[src/rtl/sec_pkg.sv]
package sec_pkg;
    typedef enum logic [1:0] {
        SAT_NONE  = 2'd0,
        SAT_FIXED = 2'd1,
        SAT_INPUT = 2'd2
    } sat_mode_e;
endpackage

[src/rtl/sec_step_sel.sv]
module sec_step_sel #(
    parameter int          W        = 8,
    parameter int          STEP_W   = 4,
    parameter bit          EN       = 1'b1,
    parameter bit          DYN      = 1'b0,
    parameter int unsigned FIX_STEP = 1
) (
    input  logic              req,
    input  logic [STEP_W-1:0] step_in,
    output logic [W-1:0]      amt
);
    localparam logic [W-1:0] FIX_V = W'(FIX_STEP);

    generate
        if (!EN) begin : g_off
            wire unused_in = ^{req, step_in};
            assign amt = '0;
        end else if (DYN) begin : g_dyn
            assign amt = req ? W'(step_in) : '0;
        end else begin : g_fix
            wire unused_in = ^step_in;
            assign amt = req ? FIX_V : '0;
        end
    endgenerate
endmodule

[src/rtl/sec_limit_sel.sv]
module sec_limit_sel #(
    parameter int                W     = 8,
    parameter sec_pkg::sat_mode_e MODE = sec_pkg::SAT_NONE,
    parameter logic [W-1:0]      FIXED = '0,
    parameter logic [W-1:0]      DFLT  = '0
) (
    input  logic [W-1:0] lim_in,
    output logic [W-1:0] lim
);
    generate
        if (MODE == sec_pkg::SAT_INPUT) begin : g_in
            assign lim = lim_in;
        end else if (MODE == sec_pkg::SAT_FIXED) begin : g_fix
            wire unused_in = ^lim_in;
            assign lim = FIXED;
        end else begin : g_none
            wire unused_in = ^lim_in;
            assign lim = DFLT;
        end
    endgenerate
endmodule

[src/rtl/sat_event_counter.sv]
module sat_event_counter #(
    parameter int                 W           = 8,
    parameter int                 STEP_W      = 4,
    parameter bit                 UP_EN       = 1'b1,
    parameter bit                 DN_EN       = 1'b0,
    parameter bit                 UP_STEP_DYN = 1'b0,
    parameter bit                 DN_STEP_DYN = 1'b0,
    parameter int unsigned        UP_STEP     = 1,
    parameter int unsigned        DN_STEP     = 1,
    parameter sec_pkg::sat_mode_e UP_SAT      = sec_pkg::SAT_NONE,
    parameter sec_pkg::sat_mode_e DN_SAT      = sec_pkg::SAT_NONE,
    parameter logic [W-1:0]       UP_LIMIT    = '1,
    parameter logic [W-1:0]       DN_LIMIT    = '0,
    parameter logic [W-1:0]       UP_THR      = '1,
    parameter logic [W-1:0]       DN_THR      = '0
) (
    input  logic              clk,
    input  logic              rst_n,
    input  logic              inc_req,
    input  logic [STEP_W-1:0] inc_step,
    input  logic              dec_req,
    input  logic [STEP_W-1:0] dec_step,
    input  logic [W-1:0]      up_lim_in,
    input  logic [W-1:0]      dn_lim_in,
    input  logic              ld_en,
    input  logic [W-1:0]      ld_val,
    output logic [W-1:0]      count,
    output logic              ovf_pulse,
    output logic              unf_pulse,
    output logic              up_thr_hit,
    output logic              dn_thr_hit,
    output logic              up_sat,
    output logic              dn_sat
);
    import sec_pkg::*;

    localparam int XW = W + 2;
    localparam logic signed [XW-1:0] MAX_S  = {2'b00, {W{1'b1}}};
    localparam logic signed [XW-1:0] WRAP_S = {2'b01, {W{1'b0}}};
    localparam bit UP_CLAMP = (UP_SAT != SAT_NONE);
    localparam bit DN_CLAMP = (DN_SAT != SAT_NONE);

    typedef struct packed {
        logic [W-1:0] cnt;
    } state_t;

    state_t state_d, state_q;

    logic [W-1:0]           up_amt, dn_amt;
    logic [W-1:0]           up_lim, dn_lim;
    logic signed [XW-1:0]   net_s, cand_s;
    logic signed [XW-1:0]   up_lim_s, dn_lim_s;

    sec_step_sel #(
        .W(W), .STEP_W(STEP_W), .EN(UP_EN), .DYN(UP_STEP_DYN), .FIX_STEP(UP_STEP)
    ) u_up_step (
        .req(inc_req), .step_in(inc_step), .amt(up_amt)
    );

    sec_step_sel #(
        .W(W), .STEP_W(STEP_W), .EN(DN_EN), .DYN(DN_STEP_DYN), .FIX_STEP(DN_STEP)
    ) u_dn_step (
        .req(dec_req), .step_in(dec_step), .amt(dn_amt)
    );

    sec_limit_sel #(
        .W(W), .MODE(UP_SAT), .FIXED(UP_LIMIT), .DFLT({W{1'b1}})
    ) u_up_lim (
        .lim_in(up_lim_in), .lim(up_lim)
    );

    sec_limit_sel #(
        .W(W), .MODE(DN_SAT), .FIXED(DN_LIMIT), .DFLT({W{1'b0}})
    ) u_dn_lim (
        .lim_in(dn_lim_in), .lim(dn_lim)
    );

    assign up_lim_s = $signed({2'b00, up_lim});
    assign dn_lim_s = $signed({2'b00, dn_lim});

    always_comb begin
        state_d = state_q;
        net_s   = $signed({2'b00, state_q.cnt}) + $signed({2'b00, up_amt})
                - $signed({2'b00, dn_amt});
        cand_s  = ld_en ? $signed({2'b00, ld_val}) : net_s;
        // wrap only in directions that do not saturate
        if (!UP_CLAMP && (cand_s > MAX_S)) begin
            cand_s = cand_s - WRAP_S;
        end
        if (!DN_CLAMP && cand_s[XW-1]) begin
            cand_s = cand_s + WRAP_S;
        end
        // upper clamp first, lower clamp last (lower wins on crossed limits)
        if (UP_CLAMP && (cand_s > up_lim_s)) begin
            cand_s = up_lim_s;
        end
        if (DN_CLAMP && (cand_s < dn_lim_s)) begin
            cand_s = dn_lim_s;
        end
        state_d.cnt = cand_s[W-1:0];
    end

    always_ff @(posedge clk or negedge rst_n) begin
        if (!rst_n) begin
            state_q <= '0;
        end else begin
            state_q <= state_d;
        end
    end

    assign count      = state_q.cnt;
    assign ovf_pulse  = !UP_CLAMP && !ld_en && (net_s > MAX_S);
    assign unf_pulse  = !DN_CLAMP && !ld_en && net_s[XW-1];
    assign up_thr_hit = (state_q.cnt >= UP_THR);
    assign dn_thr_hit = (state_q.cnt <= DN_THR);
    assign up_sat     = UP_CLAMP && (state_q.cnt == up_lim);
    assign dn_sat     = DN_CLAMP && (state_q.cnt == dn_lim);

    // an announced upward wrap lands below the previous count
    a_r8_ovf_wraps_down: assert property (@(posedge clk) disable iff (!rst_n)
        ovf_pulse |=> (count < $past(count)));

    // an announced downward wrap lands above the previous count
    a_r9_unf_wraps_up: assert property (@(posedge clk) disable iff (!rst_n)
        unf_pulse |=> (count > $past(count)));

    // with consistent limits the count never passes the upper limit
    a_r4_upper_bound: assert property (@(posedge clk) disable iff (!rst_n)
        (UP_CLAMP && (dn_lim <= up_lim)) |=> (count <= $past(up_lim)));

    // the count never drops below the lower limit
    a_r5_lower_bound: assert property (@(posedge clk) disable iff (!rst_n)
        DN_CLAMP |=> (count >= $past(dn_lim)));

    // an in-range load is taken verbatim
    a_r7_load_taken: assert property (@(posedge clk) disable iff (!rst_n)
        (ld_en && (ld_val <= up_lim) && (ld_val >= dn_lim)) |=> (count == $past(ld_val)));
endmodule

[config.mk]
export PLATFORM = sky130hd
export DESIGN_NAME = sat_event_counter
export DESIGN_NICKNAME = d
export VERILOG_FILES = /design/src/rtl/sec_pkg.sv /design/src/rtl/sec_step_sel.sv /design/src/rtl/sec_limit_sel.sv /design/src/rtl/sat_event_counter.sv
export SDC_FILE = /design/constraint.sdc
export NUM_CORES = 1
export LEC_CHECK = 0
export ABC_AREA = 1
export BUFFER_PORTS_ARGS = -buffer_cell sky130_fd_sc_hd__clkbuf_2
export CAP_MARGIN = 10
export CORE_ASPECT_RATIO = 0.75
export CORE_UTILIZATION = 52
export DETAILED_ROUTE_END_ITERATION = 6
export PLACE_DENSITY = 0.86
export SETUP_SLACK_MARGIN = 0.15
export SYNTH_ARGS = -nofsm -noshare
export SYNTH_HDL_FRONTEND = slang
export SYNTH_HIERARCHICAL = 1
export SYNTH_SLANG_ARGS = --single-unit
[constraint.sdc]
create_clock -name clk -period 3.5 [get_ports clk]
set_clock_uncertainty 0.05 [all_clocks]
set_input_delay 0.35 -clock clk [delete_from_list [all_inputs] [get_ports clk]]
set_output_delay 0.35 -clock clk [all_outputs]
set_load 0.02 [all_outputs]
# After elaboration in Yosys (flattened, before gate mapping)
# Index checks and enable logic that the tools add are counted.
[word_totals]
ff_bits = 8
inputBits = 37
out_inout_bits = 14
wordCells = 15
[op_classes]
addsub = 3
magnitude_cmp = 4
mux = 4
n_reduce_logical = 3
[ops]
columns = ["cell", "count"]
rows = [
  ["$gt A9 B8 Y1 const B", 2],
  ["$mux W10", 1],
  ["$sub A9 B9 Y10 const B", 1],
  ["$add A8 B8 Y9", 1],
  ["$mux W9", 1],
  ["$add A8 B1 Y8 const B", 1],
  ["$ge A8 B8 Y1 const B", 1],
  ["$le A8 B1 Y1 const B", 1],
  ["$mux W8", 1],
  ["$logic_and A1 B1 Y1", 1],
  ["$logic_and A1 B1 Y1 const B", 1],
  ["$logic_not A1 Y1", 1],
  ["$mux W1", 1],
]

# Longest topological paths before layout
# Gate-level depths: netlist of run 1.
[depth]
word_depth = 7
ltp_mapped = 15
mapped_depth_nobuf = 14

# Cells and area by module
# The synthesis of run 1 kept the hierarchy.
[by_module_without_submodules]
columns = ["module", "n_inst", "cells_per_inst", "area_per_inst_um2"]
rows = [
  ["sat_event_counter", 1, 165, 1071.0],
  ["sec_step_sel", 2, 9, 63.8],
]

# Worst setup path before layout of run 1
# No wires, ideal clock.
[synth_path]
path_type = "reg2out"
startpoint = "register state_q, in the netlist count[3]"
endpoint = "output ovf_pulse"
arrival_ps = 2208
required_time_ps = 3100
setup_slack_ps = 892
stages_incl_launch_ff = 11
path_cell_list = "dfrtp_1 -> inv_1 -> fa_1 -> inv_1 -> ha_1 -> or2_1 -> nand3_1 -> nand2_1 -> nand2_1 -> nand2_1 -> nor2_1"
[synth_via]
elab_chain_len = 3
[synth_rtl]
columns = ["item", "line_no", "rtl"]
rows = [
  ["from (decl)", "sat_event_counter.sv:47", "state_t state_d, state_q;"],
  ["from (signal assigned)", "sat_event_counter.sv:107", "state_q <= state_d;"],
  ["$add A8 B8 Y9", "sat_event_counter.sv:83", "net_s = $signed({2'b00, state_q.cnt}) + $signed({2'b00, up_amt})"],
  ["$gt A9 B8 Y1", "sat_event_counter.sv:112", "assign ovf_pulse = !UP_CLAMP && !ld_en && (net_s > MAX_S);"],
  ["$logic_and A1 B1 Y1", "sat_event_counter.sv:112", ""],
  ["to (decl)", "sat_event_counter.sv:28", "output logic ovf_pulse,"],
]
# No other way between the ends.

# Final worst setup path of run 1
# Ends and elaborated chain as after synthesis.

==> results of run 1 <==
## final cells by class
type,count,area (um^2)
fillers,200,802
multi-input cells,122,724
flip-flops and latches,8,200
inverters,48,180
repair buffers,24,125
well taps,24,30.0
clock buffers,3,22.5
## per-stage QoR
step / instances / util, %
2_1_floorplan: 197 / -
3_3_place_gp: 225 / 60.0
3_5_place_dp: 225 / 60.0
4_1_cts: 229 / 61.5
5_1_grt: 229 / 61.5
6_report: 229 / 61.5
## layout by cell type, fill, tap and decap left out, types with 2 or more instances in the layout
cell,instances
fa_1,8
nand3b_1,2
clkbuf_2,23
conb_1,17
ha_1,9
inv_1,48
nand2_1,50
o21ai_0,3
nand3_1,11
nor2_1,9
clkbuf_4,3
a21oi_1,3
dfrtp_1,8
nand4_1,3
## power groups by stage
stage                     combinational (mW)  clock, mW  sequential (mW)
after floorplan                        0.594          0            0.206
after global placement                 0.778          0            0.162
after detailed placement               0.803          0            0.164
after CTS                              0.808     0.0690            0.162
after global routing                   0.937     0.0743            0.166
final                                  0.807     0.0664            0.162
## final timing paths
path / from / to
setup reg to reg: count[5]$_DFF_PN0_ / count[7]$_DFF_PN0_
min in group asynchronous: rst_n / count[7]$_DFF_PN0_
hold / removal: ld_val[0] / count[0]$_DFF_PN0_
max in group asynchronous: rst_n / count[2]$_DFF_PN0_
hold reg to reg: count[0]$_DFF_PN0_ / count[0]$_DFF_PN0_
setup / recovery: count[3]$_DFF_PN0_ / ovf_pulse
## routing by layer
metal	vias up	part of all wire [%]	track usage (%)
li1	546	-	-
met1	441	50	29.8
met2	28	44	32.1
met3	2	5.4	1.79
met4	0	0.52	8.78
met5	-	0	0
## repair_timing
action | CTS | global route
hold buffers | 1 | 0
gates resized for setup | 0 | 0
endpoints found under the hold margin | 8 | 0
## worst max-delay path, stage by stage, from the launching register on
cell	delay [ns]
dfrtp_1	0.36
inv_1	0.08
fa_1	0.56
inv_1	0.05
ha_1	0.32
or2_1	0.26
nand3_1	0.15
nand2_1	0.07
nand2_1	0.06
nand2_1	0.04
nor2_1	0.09
clkbuf_2	0.17
## cells by family (layout without fill, tap and decap cells)
kind of cell / after synthesis / count (layout)
other: 3 / 17
AO/OA/AOI/OAI: 7 / 7
flip-flops: 8 / 8
AND/OR/NAND/NOR: 80 / 80
XOR/XNOR: 1 / 1
buffers and inverters: 67 / 75
adder cells (fa/ha/maj): 17 / 17
==> results.yml, run 1 <==
sta:
  fmax_mhz: 350
  hold_slack_ns: 0.261
  finalCritPeriodShare_pct: 81.5
  drv_slew: 0
  finalWorstSetupSlack_ns: 0.646
  tns_ns: 0
  hold_violations: 0
  period_minus_slack_ns: 2.85
  setup_viol: 0
  rsz0062_at_grt: "false"
cells_and_area:
  layout.nets: 261
  largest_reg_flops: 8
  top_regs: "count (8)"
  top_register: "count"
  diodes: 0
  area_delta_synth_final_pct: 6.99
  design_area_mm2: 0.00128
  drive_gt1_share_pct: 14.1
floorplan:
  die_w_um: 57.4
  start_util_pct: 57.5
  fp.coreArea_mm2: 0.00208
  die_y_um: 43.6
  rows: 14
  die_area_mm2: 0.00250
  io_pins: 51
logic_synthesis:
  ys_ff_latch: 8
  synth_area_leaders: "dfrtp_1 (17%), nand2_1 (16%), inv_1 (15%)"
  yosys_warnings: 6
  yosysSeqAreaShare_pct: 16.7
  synth_compound_gate_area_share_pct: 2.92
  yosysTopAreaCellShare_pct: 16.7
  synthesis.area_mm2: 0.00120
  synth_area_leader_cell: "dfrtp_1"
  synth_edf_count: 0
  synth_top_family_by_area: "simple AND/OR/NAND/NOR gates"
  postSynthAreaPerCell_um2: 6.55
  synth_cells: 183
  yosysUniqueCellTypes: 21
  async_reset_ff_share_pct: 100
  synth_commonest_cells: "nand2_1 (50), inv_1 (48), buf_4 (18), nand3_1 (11)"
  muxShareOfSynthArea_pct: 0
  yosys.area_share.xor_xnor_pct: 0.731
  ys.flop_type: "dfrtp_1"
  synth.most_common_cell: "nand2_1"
  synth_simple_gate_area_share_pct: 28.7
  synthAdderAreaFrac_pct: 22.8
power_and_ir_drop:
  p_leak_nw: 0.800
  p_comb_share_pct: 77.9
  power_mw: 1.04
  clkPwrFrac_pct: 6.4
  ir_drop_uv: 471
  swShare_pct: 54.7
  internal_power_mw: 0.469
  powerDensity_mw_per_mm2: 808
  power.switching_mw: 0.566
  seq_power_share_pct: 15.7
flow_run:
  maxCapViolCount: 0
clocking:
  path_clk_slew_ns: 0.05
  clk_latency_ns: 0.24
  htree_levels: 1
  cts_max_path_buffers: 2
  cts_buffers: 3
  cts.sinks: 8
  cts_setup_buffers: 0
  cts_root_buf: "clkbuf_4"
  cts_tree: "yes"
setup_path:
  cp.required_ns: 3.10
  cp_max_fo: 3
  cp-end-kind: "primary output"
  arrival_ns: 2.45
  cp-start-kind: "flop"
  crit_type: "reg2out"
  r2r_cells: 10
  reg2reg_slack_ns: 1.34
worst_hold_path:
  hp-class: "in2reg"
  whs_path_depth: 3
place:
  hpwl_mm: 1.84
  portBuffers: 23
  place_area_mm2: 0.00125
  gp_congestion: 0.800
  post-place-ws_ns: 0.885
detailed_routing:
  drt_first_pass_iters: 6
  routed_wl_mm: 2.12
  routedWlPerCell_um: 9.24
  viasPerCell: 4.44
  drtAntennaViolNets: 0
  drtIter0Drc: 36
  drc: 2
  vias: 1017
global_route:
  grt_pass1_vias: 898
  grt_pass1_wl_mm: 3.80
  grt_max_degree: 13
  grt_overflow: 0
  gr-usage-all-layers_pct: 20.7
  antenna_found_initial: 0
run_status:
  outcome: "complete, but fails checks"
  violations: "DRC"
Power figures use the tool's default switching activity.
==> inputs of run 2 (changes only) <==
Settings changed: CORE_UTILIZATION 52 to 43, PLACE_DENSITY 0.86 to 0.76.
Clock period 3.5 ns to 2.3 ns, I/O delays scaled along.
==> run 2 against run 1 <==
Compared with the run above:
- the run ends with setup timing left
- total power rose by 100%
- final cell count rose by 7.9%
- sequential share of layout area is 2.0 points lower
- global-route usage decreased by 4.2 points
- worst setup slack got worse by 0.86 ns
- critical path depth stayed put
- count of clock-buffer cells in the layout increased by 1
- die area up 20%
- flip-flop and latch count is the same
- hold slack worse by 0.096 ns
- combinational power increased by 100%
- largest power group unchanged
==> results.yml, run 2 (synthesized netlist as in run 1, its figures left out) <==
global_route:
  gr-usage-all-layers_pct: 16.5
  grt_max_degree: 13
  antenna_found_initial: 0
  grt_pass1_vias: 877
  grt_overflow: 0
  grt_pass1_wl_mm: 3.68
place:
  gp_congestion: 0.812
  post-place-ws_ns: 0.0212
  portBuffers: 23
  hpwl_mm: 1.88
setup_path:
  critPathLaunch: "count[1]$_DFF_PN0_"
  cp-end-kind: "primary output"
  cp-start-kind: "flop"
  cp.required_ns: 2.02
  endpoint: "ovf_pulse"
  crit_type: "reg2out"
  cp_max_fo: 2
  path_delay_family: "adder cells"
  cpMostUsedCell: "nand2_2"
  cpPeakStageDelay_ns: 0.47
  reg2reg_slack_ns: 0.17
  slowest_stage: "fa_2"
  r2r-end: "count[6]$_DFF_PN0_"
  path_cells: "inv_2, fa_2, fa_2, inv_2, nand2_2, nand2_2, nand3_2, nand3b_1, nand2_2, nor2_4, buf_8"
  r2r_cells: 12
  cp_num_cells: 11
  crit_buf_inv: 3
  r2r_start: "count[1]$_DFF_PN0_"
  arrival_ns: 2.23
cells_and_area:
  layout.nets: 266
  seq_area_um2: 209
  largest_reg_flops: 8
  top_register: "count"
  top_regs: "count (8)"
  diodes: 0
  drive_gt1_share_pct: 37.4
  num-fill-cells: 264
  layout_common_cells: "nand2_1 (42), inv_1 (34), clkbuf_2 (21), conb_1 (17), inv_2 (14)"
  post-route-util_pct: 58.6
  layout.cells.most_common: "nand2_1"
  multi_input_area_um2: 876
  area_delta_synth_final_pct: 28.3
power_and_ir_drop:
  clkPwrFrac_pct: 8.4
  p_leak_nw: 0.828
  powerDensity_mw_per_mm2: 1360
  p_comb_share_pct: 79.0
  seq_power_share_pct: 12.6
  ir_drop_uv: 766
  power.switching_mw: 1.03
  swShare_pct: 49.0
  power_mw: 2.09
  internal_power_mw: 1.07
sta:
  rsz0062_at_grt: "true"
  setup_viol: 2
  hold_violations: 0
  finalCritPeriodShare_pct: 109
  drv_slew: 0
  period_minus_slack_ns: 2.51
  finalWorstSetupSlack_ns: -0.209
  fmax_mhz: 399
floorplan:
  fp.coreArea_mm2: 0.00262
  io_pins: 51
  die_w_um: 63.0
  rows: 16
  start_util_pct: 45.7
  die_area_mm2: 0.00301
  die_y_um: 47.7
clocking:
  cts_root_buf: "clkbuf_8"
  path_clk_slew_ns: 0.04
  clk_latency_ns: 0.23
  cts_max_path_buffers: 2
  cts_buffers: 3
  htree_levels: 1
  cts.sinks: 8
  cts_tree: "yes"
flow_run:
  maxCapViolCount: 0
detailed_routing:
  routed_wl_mm: 2.20
  viasPerCell: 4.18
  drt_first_pass_iters: 4
  drtAntennaViolNets: 0
  vias: 1032
  drc: 0
  drtIter0Drc: 27
  routedWlPerCell_um: 8.91
run_status:
  violations: "setup timing"
  outcome: "complete, but fails checks"
worst_hold_path:
  hp-class: "in2reg"
==> run 2: cell types whose count changed in the layout (fill, tap and decap cells not counted), moves of 5 or more <==
cell     before  now
buf_4         0    5
inv_1        48   34
nand2_1      50   42
ha_1          9    2
inv_2         0   14
dfrtp_1       8    1
dfrtp_2       0    7
ha_4          0    7
nand2_2       1    8
==> run 2: worst reg2reg max path: cells and delay by family (launching register included) <==
kind / cells / cell delay [ns]
AND/OR/NAND/NOR: 7 / 0.48
flip-flops: 1 / 0.40
buffers and inverters: 3 / 0.24
adder cells (fa/ha/maj): 2 / 0.87
==> run 2: how the worst min path moves through the flow <==
stage | start | end | slack (ns) | depth (start not counted)
global placement | rst_n | count[0]$_DFF_PN0_ | 0.03 | 1
finish | ld_val[7] | count[7]$_DFF_PN0_ | 0.16 | 3
floorplan | rst_n | count[0]$_DFF_PN0_ | -0.12 | 0
CTS | ld_val[7] | count[7]$_DFF_PN0_ | 0.16 | 3
detailed placement | rst_n | count[0]$_DFF_PN0_ | 0.03 | 1
global route | ld_val[6] | count[6]$_DFF_PN0_ | 0.18 | 3
==> run 2: power by group through the flow <==
| stage | registers, mW | logic (mW) | clock network, mW |
|---|---|---|---|
| CTS | 0.263 | 1.58 | 0.181 |
| floorplan | 0.335 | 1.13 | 0 |
| detailed placement | 0.265 | 1.50 | 0 |
| global route | 0.272 | 1.86 | 0.191 |
| finish | 0.263 | 1.65 | 0.176 |
| global placement | 0.264 | 1.47 | 0 |
==> run 2: layout make-up <==
| type | count | share of cell area, % |
|---|---|---|
| Sequential cell | 8 | 13.6 |
| Tap cell | 36 | 2.93 |
| Multi-Input combinational cell | 122 | 57.0 |
| Timing Repair Buffer | 29 | 11.9 |
| Clock buffer | 4 | 2.93 |
| Inverter | 48 | 11.7 |
==> run 2: metal layers <==
| metal | part of all wire [%] | track usage [%] | vias up |
|---|---|---|---|
| met4 | 1.4 | 7.91 | 0 |
| met5 | 0 | 0 | - |
| li1 | - | - | 561 |
| met3 | 2.5 | 1.67 | 3 |
| met2 | 42 | 25.2 | 23 |
| met1 | 54 | 23.7 | 445 |
==> run 2: metrics by stage <==
| stage | cell area, um^2 | TNS, ns | hold WS, ns | cells |
|---|---|---|---|---|
| final | 1540 | -0.358 | 0.164 | 247 |
| after global routing | 1540 | -0.594 | 0.177 | 247 |
| after CTS | 1500 | -0.349 | 0.161 | 246 |
| after detailed placement | 1410 | 0 | 0.0310 | 240 |
| after global placement | 1410 | 0 | 0.0305 | 240 |
| after floorplan | 1370 | 0 | -0.116 | 197 |
==> run 2: repair_timing <==
| item | in CTS | in global routing |
|---|---|---|
| setup endpoints to repair | 2 | 5 |
| buffers inserted | 1 | 1 |
| pin swaps | 10 | 11 |
| hold buffers | 1 | 0 |
| gates resized for setup | 5 | 9 |
| hold endpoints to repair | 8 | 0 |
==> inputs of run 3 (changes only) <==
Settings changed: SKIP_CTS_REPAIR_TIMING from default to 1.
==> run 3 against run 2 <==
Compared with the run above:
- the run still ends with setup timing left
- non-clock buffer count is 1 lower
- maximum frequency is 0.26% higher
- sequential power hardly changed
- critical path type unchanged
- critical endpoint unchanged
- largest power group unchanged
==> results.yml, run 3 (synthesized netlist as in run 1, its figures left out) <==
setup_path:
  reg2reg_slack_ns: 0.26
  slowest_stage: "fa_1"
  crit_buf_inv: 3
  r2r-end: "count[6]$_DFF_PN0_"
  cp-start-kind: "flop"
  cp.required_ns: 2.02
  path_cells: "inv_2, fa_1, inv_2, ha_4, or2_1, nand3_1, nand2_1, nand2_1, nand2_2, nor2_4, buf_4"
  cp_max_fo: 3
  cp-end-kind: "primary output"
  crit_type: "reg2out"
  path_delay_family: "simple AND/OR/NAND/NOR gates"
  r2r_cells: 12
  cpPeakStageDelay_ns: 0.42
  arrival_ns: 2.22
  r2r_start: "count[1]$_DFF_PN0_"
clocking:
  cts_tree: "yes"
  path_clk_slew_ns: 0.04
  clk_latency_ns: 0.23
  htree_levels: 1
  cts_root_buf: "clkbuf_8"
  cts.sinks: 8
  cts_buffers: 3
  cts_max_path_buffers: 2
cells_and_area:
  layout.nets: 265
  top_regs: "count (8)"
  layout_common_cells: "nand2_1 (44), inv_1 (34), clkbuf_2 (21), conb_1 (17), inv_2 (14)"
  layout.cells.most_common: "nand2_1"
  top_register: "count"
  diodes: 0
  post-route-util_pct: 56.7
  largest_reg_flops: 8
  drive_gt1_share_pct: 33.8
  fin_cells: 246
  area_delta_synth_final_pct: 24.1
global_route:
  grt_pass1_vias: 845
  gr-usage-all-layers_pct: 15.8
  grt_max_degree: 13
  antenna_found_initial: 0
  grt_overflow: 0
  grt_pass1_wl_mm: 3.53
worst_hold_path:
  hold_end: "count[7]$_DFF_PN0_"
  min-delay-start: "ld_val[7]"
  whs_path_depth: 3
  hp-class: "in2reg"
floorplan:
  fp.coreArea_mm2: 0.00262
  rows: 16
  start_util_pct: 45.7
  die_y_um: 47.7
  die_w_um: 63.0
  die_area_mm2: 0.00301
  io_pins: 51
power_and_ir_drop:
  ir_drop_uv: 689
  p_leak_nw: 0.813
  powerDensity_mw_per_mm2: 1340
detailed_routing:
  drtIter0Drc: 33
  wirelength_met1_mm: 1.15
  viasPerCell: 4.16
  routedWlPerCell_um: 8.71
  top_layer: "met4"
  met3_length_um: 86
  drt_first_pass_iters: 4
  drc: 0
  drtAntennaViolNets: 0
  routed_wl_mm: 2.14
  vias: 1024
  wl_met2_um: 877
run_status:
  outcome: "complete, but fails checks"
  violations: "setup timing"
place:
  dp.cells: 240
  post-place-ws_ns: 0.0212
  hpwl_mm: 1.88
  gp_congestion: 0.812
  portBuffers: 23
sta:
  setup_viol: 2
  drv_slew: 0
  finalCritPeriodShare_pct: 109
  rsz0062_at_grt: "true"
  period_minus_slack_ns: 2.50
  hold_violations: 0
  fmax_mhz: 400
  finalWorstSetupSlack_ns: -0.203
flow_run:
  maxCapViolCount: 0
-- run 3: power by group --
part	switching (mW)	internal [mW]	total, mW
clock network	0.0571	0.120	0.177
logic	0.880	0.667	1.55
registers	0.0528	0.210	0.263
total	0.990	0.998	1.99
-- run 3: how the worst max path moves through the flow --
stage | start | end | slack, ns | cells after the start
floorplan | count[2]$_DFF_PN0_ | ovf_pulse | 0.15 | 12
global placement | count[4]$_DFF_PN0_ | ovf_pulse | 0.04 | 13
detailed placement | count[4]$_DFF_PN0_ | ovf_pulse | 0.02 | 13
CTS | count[4]$_DFF_PN0_ | ovf_pulse | -0.25 | 13
global route | count[4]$_DFF_PN0_ | ovf_pulse | -0.33 | 12
finish | count[3]$_DFF_PN0_ | ovf_pulse | -0.20 | 11
-- run 3: worst reg2reg max path, stage by stage, from the launching register on --
cell,delay [ns]
dfrtp_2,0.40
inv_2,0.05
fa_1,0.45
fa_2,0.36
inv_2,0.07
nand2_2,0.05
nand2_2,0.08
buf_6,0.09
nand3b_1,0.09
nand2_1,0.07
nand2_1,0.05
nand3_1,0.07
nand2_1,0.06
-- run 3: stage by stage --
stage          power [mW]  setup TNS, ns  hold WS [ns]  area (um^2)
2_1_floorplan        1.47              0        -0.116         1370
3_3_place_gp         1.74              0        0.0305         1410
3_5_place_dp         1.76              0        0.0310         1410
4_1_cts              1.95         -0.359        -0.217         1450
5_1_grt              2.21         -0.638         0.177         1490
6_report             1.99         -0.372         0.162         1490
-- run 3: area by class of cell --
type / count / area [um^2]
multi-input combinational: 122 / 845
fill: 266 / 1130
inverter: 48 / 180
tap: 36 / 45.0
sequential: 8 / 209
clock buffer: 4 / 45.0
timing repair buffer: 28 / 164
-- run 3: routing by layer --
layer  up-vias  global-route usage [%]
met5         -                       0
met4         0                    6.98
met3         3                    1.43
met2        24                    23.9
met1       437                    23.3
li1        560                       -
